--- config.mk ---
export PLATFORM = sky130hd
export DESIGN_NAME = fcmp_cond_unit
export DESIGN_NICKNAME = d
export VERILOG_FILES = /design/src/rtl/fcmp_pkg.sv /design/src/rtl/fcmp_classify.sv /design/src/rtl/fcmp_relate.sv /design/src/rtl/fcmp_predicate.sv /design/src/rtl/fcmp_cond_unit.sv
export SDC_FILE = /design/constraint.sdc
export NUM_CORES = 1
export LEC_CHECK = 0
export BUFFER_PORTS_ARGS = -buffer_cell sky130_fd_sc_hd__buf_2
export CAP_MARGIN = 15
export CORE_MARGIN = 2
export CORE_UTILIZATION = 47
export DETAILED_ROUTE_END_ITERATION = 8
export GPL_TIMING_DRIVEN = 0
export PLACE_DENSITY_LB_ADDON = 0.12
export SLEW_MARGIN = 20
export SYNTH_ARGS = -nofsm -noshare
export SYNTH_HDL_FRONTEND = slang
export SYNTH_SLANG_ARGS = --single-unit
--- constraint.sdc ---
create_clock -name clk -period 4.1 [get_ports clk]
set_clock_uncertainty 0.05 [all_clocks]
set_input_delay 0.615 -clock clk [delete_from_list [all_inputs] [get_ports clk]]
set_output_delay 0.615 -clock clk [all_outputs]
set_load 0.01 [all_outputs]
--- src/rtl/fcmp_pkg.sv ---
package fcmp_pkg;
  localparam int SP_EXP_W  = 8;
  localparam int SP_FRAC_W = 23;

  // exactly one member is set for any operand pair
  typedef struct packed {
    logic lt;
    logic eq;
    logic gt;
    logic un;
  } relation_t;

  // cond[2:0] bit positions
  localparam int SEL_UN = 0;
  localparam int SEL_EQ = 1;
  localparam int SEL_LT = 2;
  localparam int SEL_SIGNALLING = 3;
endpackage

--- src/rtl/fcmp_classify.sv ---
module fcmp_classify #(
  parameter int EXP_W  = fcmp_pkg::SP_EXP_W,
  parameter int FRAC_W = fcmp_pkg::SP_FRAC_W,
  localparam int WORD_W = 1 + EXP_W + FRAC_W,
  localparam int MAG_W  = EXP_W + FRAC_W
) (
  input  logic [WORD_W-1:0] word,
  output logic              sign,
  output logic [MAG_W-1:0]  mag,
  output logic              is_nan,
  output logic              is_snan,
  output logic              is_zero
);
  logic exp_ones;
  logic frac_nz;

  always_comb begin
    sign     = word[WORD_W-1];
    mag      = word[MAG_W-1:0];
    exp_ones = &word[MAG_W-1:FRAC_W];
    frac_nz  = |word[FRAC_W-1:0];
    is_nan   = exp_ones & frac_nz;
    is_snan  = is_nan & ~word[FRAC_W-1];
    is_zero  = ~|mag;
  end
endmodule

--- src/rtl/fcmp_relate.sv ---
module fcmp_relate #(
  parameter int MAG_W = fcmp_pkg::SP_EXP_W + fcmp_pkg::SP_FRAC_W
) (
  input  logic               a_sign,
  input  logic [MAG_W-1:0]   a_mag,
  input  logic               a_nan,
  input  logic               a_zero,
  input  logic               b_sign,
  input  logic [MAG_W-1:0]   b_mag,
  input  logic               b_nan,
  input  logic               b_zero,
  output fcmp_pkg::relation_t rel
);
  import fcmp_pkg::*;

  function automatic relation_t order_pair(
    input logic sa, input logic [MAG_W-1:0] ma, input logic na, input logic za,
    input logic sb, input logic [MAG_W-1:0] mb, input logic nb, input logic zb);
    relation_t r;
    logic a_below;
    r = '0;
    if (na || nb) begin
      r.un = 1'b1;
    end else if ((za && zb) || (sa == sb && ma == mb)) begin
      r.eq = 1'b1;
    end else begin
      if (sa != sb) a_below = sa;
      else          a_below = sa ? (ma > mb) : (ma < mb);
      r.lt = a_below;
      r.gt = ~a_below;
    end
    return r;
  endfunction

  always_comb rel = order_pair(a_sign, a_mag, a_nan, a_zero, b_sign, b_mag, b_nan, b_zero);
endmodule

--- src/rtl/fcmp_predicate.sv ---
module fcmp_predicate (
  input  logic [3:0]          cond,
  input  fcmp_pkg::relation_t rel,
  input  logic                a_nan,
  input  logic                a_snan,
  input  logic                b_nan,
  input  logic                b_snan,
  output logic                hit,
  output logic                invalid
);
  import fcmp_pkg::*;

  always_comb begin
    hit = (cond[SEL_UN] & rel.un) | (cond[SEL_EQ] & rel.eq) | (cond[SEL_LT] & rel.lt);
    invalid = cond[SEL_SIGNALLING] ? (a_nan | b_nan) : (a_snan | b_snan);
  end
endmodule

--- src/rtl/fcmp_cond_unit.sv ---
module fcmp_cond_unit #(
  parameter int EXP_W  = fcmp_pkg::SP_EXP_W,
  parameter int FRAC_W = fcmp_pkg::SP_FRAC_W,
  localparam int WORD_W = 1 + EXP_W + FRAC_W,
  localparam int MAG_W  = EXP_W + FRAC_W
) (
  input  logic              clk,
  input  logic              rst_n,
  input  logic              start,
  input  logic [3:0]        cond,
  input  logic [WORD_W-1:0] opa,
  input  logic [WORD_W-1:0] opb,
  output logic              result,
  output logic              invalid,
  output logic              done
);
  import fcmp_pkg::*;

  logic [1:0]             op_sign, op_nan, op_snan, op_zero;
  logic [1:0][MAG_W-1:0]  op_mag;
  logic [1:0][WORD_W-1:0] op_word;
  relation_t              rel;
  logic                   hit_now;
  logic                   inv_now;

  assign op_word[0] = opa;
  assign op_word[1] = opb;

  for (genvar i = 0; i < 2; i++) begin : g_side
    fcmp_classify #(.EXP_W(EXP_W), .FRAC_W(FRAC_W)) u_cls (
      .word    (op_word[i]),
      .sign    (op_sign[i]),
      .mag     (op_mag[i]),
      .is_nan  (op_nan[i]),
      .is_snan (op_snan[i]),
      .is_zero (op_zero[i])
    );
  end

  fcmp_relate #(.MAG_W(MAG_W)) u_rel (
    .a_sign (op_sign[0]), .a_mag (op_mag[0]), .a_nan (op_nan[0]), .a_zero (op_zero[0]),
    .b_sign (op_sign[1]), .b_mag (op_mag[1]), .b_nan (op_nan[1]), .b_zero (op_zero[1]),
    .rel    (rel)
  );

  fcmp_predicate u_pred (
    .cond    (cond),
    .rel     (rel),
    .a_nan   (op_nan[0]),
    .a_snan  (op_snan[0]),
    .b_nan   (op_nan[1]),
    .b_snan  (op_snan[1]),
    .hit     (hit_now),
    .invalid (inv_now)
  );

  always_ff @(posedge clk) begin
    if (!rst_n) begin
      result  <= 1'b0;
      invalid <= 1'b0;
      done    <= 1'b0;
    end else begin
      done <= start;
      if (start) begin
        result  <= hit_now;
        invalid <= inv_now;
      end
    end
  end

  AST_DONE_AFTER_START: assert property (@(posedge clk) disable iff (!rst_n)
    start |=> done);
  AST_NO_SPURIOUS_DONE: assert property (@(posedge clk) disable iff (!rst_n)
    !start |=> !done);
  AST_HOLD_BETWEEN: assert property (@(posedge clk) disable iff (!rst_n)
    !start |=> ($stable(result) && $stable(invalid)));
  AST_MASK_NONE_FALSE: assert property (@(posedge clk) disable iff (!rst_n)
    (start && cond[2:0] == 3'b000) |=> !result);
  AST_ONE_RELATION: assert property (@(posedge clk) disable iff (!rst_n)
    start |-> ($countones(rel) == 1));
  AST_SIGNED_ZEROS_EQUAL: assert property (@(posedge clk) disable iff (!rst_n)
    (start && op_zero[0] && op_zero[1]) |-> rel.eq);
  AST_SIGNAL_NAN_INVALID: assert property (@(posedge clk) disable iff (!rst_n)
    (start && cond[3] && (op_nan[0] || op_nan[1])) |=> invalid);
  AST_QUIET_QNAN_CLEAN: assert property (@(posedge clk) disable iff (!rst_n)
    (start && !cond[3] && !op_snan[0] && !op_snan[1]) |=> !invalid);
endmodule

==> impl_metrics.json, run 1 <==
{
  "post-route-period-util": 0.585,
  "postSynthRegisterBits": 3,
  "final-setup-viol-count": 0,
  "vias_in_the_first_global_route": 1405,
  "ir_worst_vdd_v": 0.000184,
  "status": "completed",
  "post-dp-hpwl_mm": 3.18,
  "cts.reportedPaths.clkPinSlew_ns": 0.04,
  "initialDrtViolationCount": 14,
  "instances_no_fill": 268,
  "share_of_post_route_cells_with_drive_strength_above_1": 0.357,
  "cap_violations": 0,
  "grt.total_usage": 0.242,
  "rows": 18,
  "hold_violations": 0,
  "design.die.area_sq_um": 2960,
  "net-switching-power_mw": 0.0832,
  "syn_inst": 161,
  "via_count": 1468,
  "global_route.overflow_total": 0,
  "multi_input_gate_area_sq_um": 1010,
  "antenna_found_initial": 0,
  "core_sq_um": 2430,
  "drt_first_pass_iters": 4,
  "global_route_wire_length_before_repair_mm": 5.42,
  "synthMostInstantiatedCell": "inv_1",
  "tritoncts_num_sinks": 3,
  "setup_repair_after_global_routing_missed_its_margin": "false",
  "fp.dieW_um": 54.4,
  "fraction_of_the_yosys_area_taken_by_sequential_cells": 0.0504,
  "fmaxAchievable_mhz": 417,
  "synth_largest_type_area_fraction": 0.325,
  "floorplan.die.height_um": 54.4,
  "share_clk_of_total_power": 0.244,
  "resized_cells_post_cts": 0,
  "avgViaCountPerCell": 5.48,
  "drt.antenna.violating_nets": 0,
  "grt_max_degree": 7,
  "post_synth_num_cell_types": 37,
  "io_buffers": 73,
  "final.setup.tns_ns": 0,
  "cell_internal_pwr_mw": 0.130,
  "drt-total-wl_mm": 3.45,
  "synthToLayoutAreaGrowth_pct": 36.0,
  "end_kind": "flop",
  "crit_type": "primary input to flop",
  "initial_utilization": 0.490,
  "clockBufferDepth": 2,
  "power.sequential.fraction": 0.151,
  "cp_max_fanout": 3,
  "worstSkewPairLatency_ns": 0.23,
  "sequential_cell_area_sq_um": 60.1,
  "synth_fp_nets": 263,
  "detail_route.drc_violations": 0,
  "p_per_area_nw_per_um2": 131,
  "synth.largest_area_cell": "ha_1",
  "design.portCount": 74,
  "cts.htree.levels": 1,
  "rrSetupSlack_ns": 2.89,
  "critPathArrivalTime_ns": 2.46,
  "antennaDiodeCount": 0,
  "synth_warnings": 0,
  "share_comb_of_total_power": 0.605,
  "cellLeakagePower_nw": 0.904,
  "post_synth_most_frequent_cells": "inv_1 (32), ha_1 (31), nor4_1 (13)",
  "final_nets": 341,
  "average_size_of_a_mapped_cell_sq_um": 7.41,
  "slew_headroom": 0.692,
  "final_max_slew_violation_count": 0,
  "cts_tree": "done",
  "timing.critical_path.from_type": "primary input",
  "placed_cells_incl_taps": 264,
  "postCtsSetupRepairBufs": 0,
  "cts.hold.buffers_added": 0,
  "switching_share": 0.390,
  "routability_congestion_estimate": 0.807,
  "route.detailed.wl_per_inst_um": 12.9,
  "synth_enable_flop_cells": 0,
  "root_buffer": "clkbuf_4",
  "critPathRequiredTime_ns": 4.16,
  "numCtsBuffers": 3,
  "fillerInstances": 234,
  "synthFlopType": "dfxtp_1",
  "tightestPinTransition_ns": 0.458,
  "period_minus_slack_ns": 2.40,
  "post_synth_main_area_contributors": "ha_1 (33%), inv_1 (10%), nor4_1 (6.8%)",
  "min-delay-path-class": "flop to flop",
  "synthesis.area_sq_um": 1190,
  "synthArstFlopShare": 0
}
## kinds of logic (layout without fill, tap and decap cells)
| group | Yosys count | in the layout | synth area share |
|---|---|---|---|
| XOR/XNOR | 1 | 1 | 0.00735 |
| flip-flops | 3 | 3 | 0.0504 |
| buffers and inverters | 32 | 109 | 0.101 |
| AO/OA/AOI/OAI | 35 | 35 | 0.195 |
| AND/OR/NAND/NOR | 59 | 59 | 0.321 |
| adder cells (fa/ha/maj) | 31 | 31 | 0.325 |
## per-stage QoR
stage          power (mW)  cell area (sq um)  hold slack, ns   util  setup WS, ns
2_1_floorplan      0.0957               1190           0.505      -          1.78
3_3_place_gp        0.154               1600           0.495  0.656          1.52
3_5_place_dp        0.161               1600           0.505  0.656          1.48
4_1_cts             0.215               1620           0.515  0.667          1.72
5_1_grt             0.240               1620           0.558  0.667          1.64
6_report            0.213               1620           0.512  0.667          1.70
## registers in the layout (all words and copies together), names as in the netlist
name	count
done	1
result	1
invalid	1
## area by class of cell
type,instances,share of cell area
Inverter,32,0.0741
Multi-Input combinational cell,126,0.624
Timing Repair Buffer,73,0.225
Sequential cell,3,0.0370
Tap cell,30,0.0231
Clock buffer,4,0.0162
## layout by cell type (no fill, tap or decap), types with 2 or more instances in the layout
cell and count:
inv_1 32, clkbuf_4 3, nor3_1 3, a21o_1 2, nor4_1 13, and4_1 4
a21oi_1 11, nand2_1 7, o21ai_0 5, nor2_1 6, o21ai_1 4, ha_1 31
nand3_1 4, nand4_1 11, dfxtp_1 3, buf_2 73, nor4_2 3
## routing by layer
layer | part of all wire | vias up | wire length, um | track usage
met5 | 0 | - | 0 | 0
met4 | 0 | 0 | 0 | 0.0250
met3 | 0.045 | 0 | 156 | 0.0328
met2 | 0.50 | 43 | 1730 | 0.466
met1 | 0.45 | 655 | 1570 | 0.290
li1 | - | 770 | - | -
## worst max-delay path, stage by stage
cell	delay (ns)
buf_2	0.09
inv_1	0.04
ha_1	0.29
a21oi_1	0.13
o21ai_1	0.11
a221o_1	0.37
a2111o_1	0.46
o2111ai_1	0.25
o211ai_2	0.12
## final timing paths
kind,from,end,depth (start not counted)
setup / recovery,opb[18],result,9
hold / removal,invalid,invalid,2
setup reg to reg,result,result,4
hold reg to reg,invalid,invalid,2
## power groups by stage
| stage | clock, mW | combinational (mW) | sequential (mW) |
|---|---|---|---|
| final | 0.0519 | 0.129 | 0.0322 |
| after detailed placement | 0 | 0.128 | 0.0327 |
| after floorplan | 0 | 0.0620 | 0.0336 |
| after global placement | 0 | 0.121 | 0.0326 |
| after CTS | 0.0535 | 0.129 | 0.0323 |
| after global routing | 0.0589 | 0.149 | 0.0325 |
Power figures use the tool's default switching activity.
==> run 2: changes to the inputs <==
- CORE_UTILIZATION: 47 -> 44
- clock period: 4.1 -> 2.5 ns (I/O delays scaled with it)
==> impl_metrics.json, run 2 (synthesis results as in run 1) <==
{
  "worst_hold_path.num_cells": 2,
  "design.portCount": 74,
  "worst-r2r-cell-count": 4,
  "grt_max_degree": 7,
  "hold_start": "rst_n",
  "detail_route.drc_violations": 0,
  "antenna_found_initial": 0,
  "drt_first_pass_iters": 4,
  "avgViaCountPerCell": 5.57,
  "antennaDiodeCount": 0,
  "drt-total-wl_mm": 3.54,
  "post-dp-hpwl_mm": 3.25,
  "met3_wl_um": 189,
  "setup_repair_after_global_routing_missed_its_margin": "false",
  "rrSetupSlack_ns": 1.37,
  "min-delay-path-class": "primary input to flop",
  "dp_worst_setup_slack_ns": 0.161,
  "core_sq_um": 2520,
  "cts_tree": "done",
  "routability_congestion_estimate": 0.864,
  "largest_registers": "done (1), invalid (1), result (1)",
  "cp_max_fanout": 3,
  "global_route_wire_length_before_repair_mm": 6.01,
  "design.die.area_sq_um": 3140,
  "cellLeakagePower_nw": 0.904,
  "drt.antenna.violating_nets": 0,
  "period_minus_slack_ns": 2.10,
  "cts.reportedPaths.clkPinSlew_ns": 0.04,
  "final_nets": 341,
  "critPathRequiredTime_ns": 2.57,
  "timing.critical_path.from_type": "primary input",
  "initialDrtViolationCount": 42,
  "fp.dieW_um": 56.1,
  "numCtsBuffers": 3,
  "route.detailed.wl_per_inst_um": 13.2,
  "via_count": 1494,
  "status": "completed",
  "commonest_non_fill_non_tap_cell_in_the_layout": "buf_2",
  "worst_r2r_endpoint": "result",
  "share_of_post_route_cells_with_drive_strength_above_1": 0.357,
  "cts.htree.levels": 1,
  "tritoncts_num_sinks": 3,
  "cap_violations": 0,
  "final-setup-viol-count": 0,
  "wl_met2_mm": 1.83,
  "end_kind": "flop",
  "floorplan.die.height_um": 56.1,
  "vias_in_the_first_global_route": 1480,
  "p_per_area_nw_per_um2": 219,
  "synthToLayoutAreaGrowth_pct": 36.0,
  "r2r_start": "result",
  "worstSkewPairLatency_ns": 0.24,
  "post-route-period-util": 0.842,
  "mostFrequentLayoutCells": "buf_2 (73), inv_1 (32), ha_1 (31)",
  "critPathArrivalTime_ns": 2.18,
  "tightestPinTransition_ns": 0.423,
  "finalWorstSetupSlack_ns": 0.395,
  "dr.max_layer_used": "met3",
  "resized_cells_post_cts": 0,
  "root_buffer": "clkbuf_4",
  "hold_path_end": "done",
  "global_route.overflow_total": 0,
  "final_max_slew_violation_count": 0,
  "cts.hold.buffers_added": 0,
  "rows": 18,
  "wl_met1_mm": 1.52,
  "ir_worst_vdd_v": 0.000268,
  "postCtsSetupRepairBufs": 0,
  "final.setup.tns_ns": 0,
  "crit_type": "primary input to flop",
  "slew_headroom": 0.715,
  "hold_violations": 0,
  "fmaxAchievable_mhz": 475,
  "grt.total_usage": 0.231,
  "clockBufferDepth": 2,
  "io_buffers": 73,
  "initial_utilization": 0.473
}
## run 2: cell counts in the layout (fill, tap and decap cells not counted)
No cell type changed its count.
## run 2: area by class of cell
| cell class | instances | area (sq um) |
|---|---|---|
| well taps | 30 | 37.5 |
| multi-input cells | 126 | 1010 |
| flip-flops and latches | 3 | 60.1 |
| fillers | 229 | 901 |
| repair buffers | 73 | 365 |
| inverters | 32 | 120 |
| clock buffers | 4 | 26.3 |
## run 2: per-stage QoR
| stage | cells | util | power [mW] | instance area (sq um) | hold slack [ns] |
|---|---|---|---|---|---|
| after detailed placement | 264 | 0.632 | 0.264 | 1600 | 0.494 |
| after floorplan | 161 | - | 0.157 | 1190 | 0.425 |
| final | 268 | 0.643 | 0.354 | 1620 | 0.331 |
| after global routing | 268 | 0.643 | 0.391 | 1620 | 0.338 |
| after CTS | 268 | 0.643 | 0.359 | 1620 | 0.321 |
| after global placement | 264 | 0.632 | 0.253 | 1600 | 0.488 |
## run 2: power by group
| part | switching (mW) | leakage (nW) | internal, mW |
|---|---|---|---|
| Sequential | 0.00131 | 0.0249 | 0.0513 |
| Combinational | 0.110 | 0.864 | 0.102 |
| Clock | 0.0300 | 0.0150 | 0.0601 |
## run 2: routing by layer
metal | vias to the layer above | GRT usage
met5 | - | 0
met4 | 0 | 0.0612
met3 | 0 | 0.0442
met2 | 53 | 0.442
met1 | 668 | 0.257
li1 | 773 | -
## run 2: how the worst max path moves through the flow
stage	start	endpoint	slack [ns]
detailed placement	opa[18]	result	0.16
floorplan	opb[18]	result	0.42
finish	opa[18]	result	0.40
CTS	opa[18]	result	0.41
global route	opb[18]	result	0.31
global placement	opa[18]	result	0.18
## run 2: worst max-delay path: stages
cell and delay, ns:
buf_2 0.11, ha_1 0.32, a21oi_1 0.13, o21ai_1 0.09, a221o_1 0.35, a2111o_1 0.45, o2111ai_1 0.24, o211ai_2 0.12
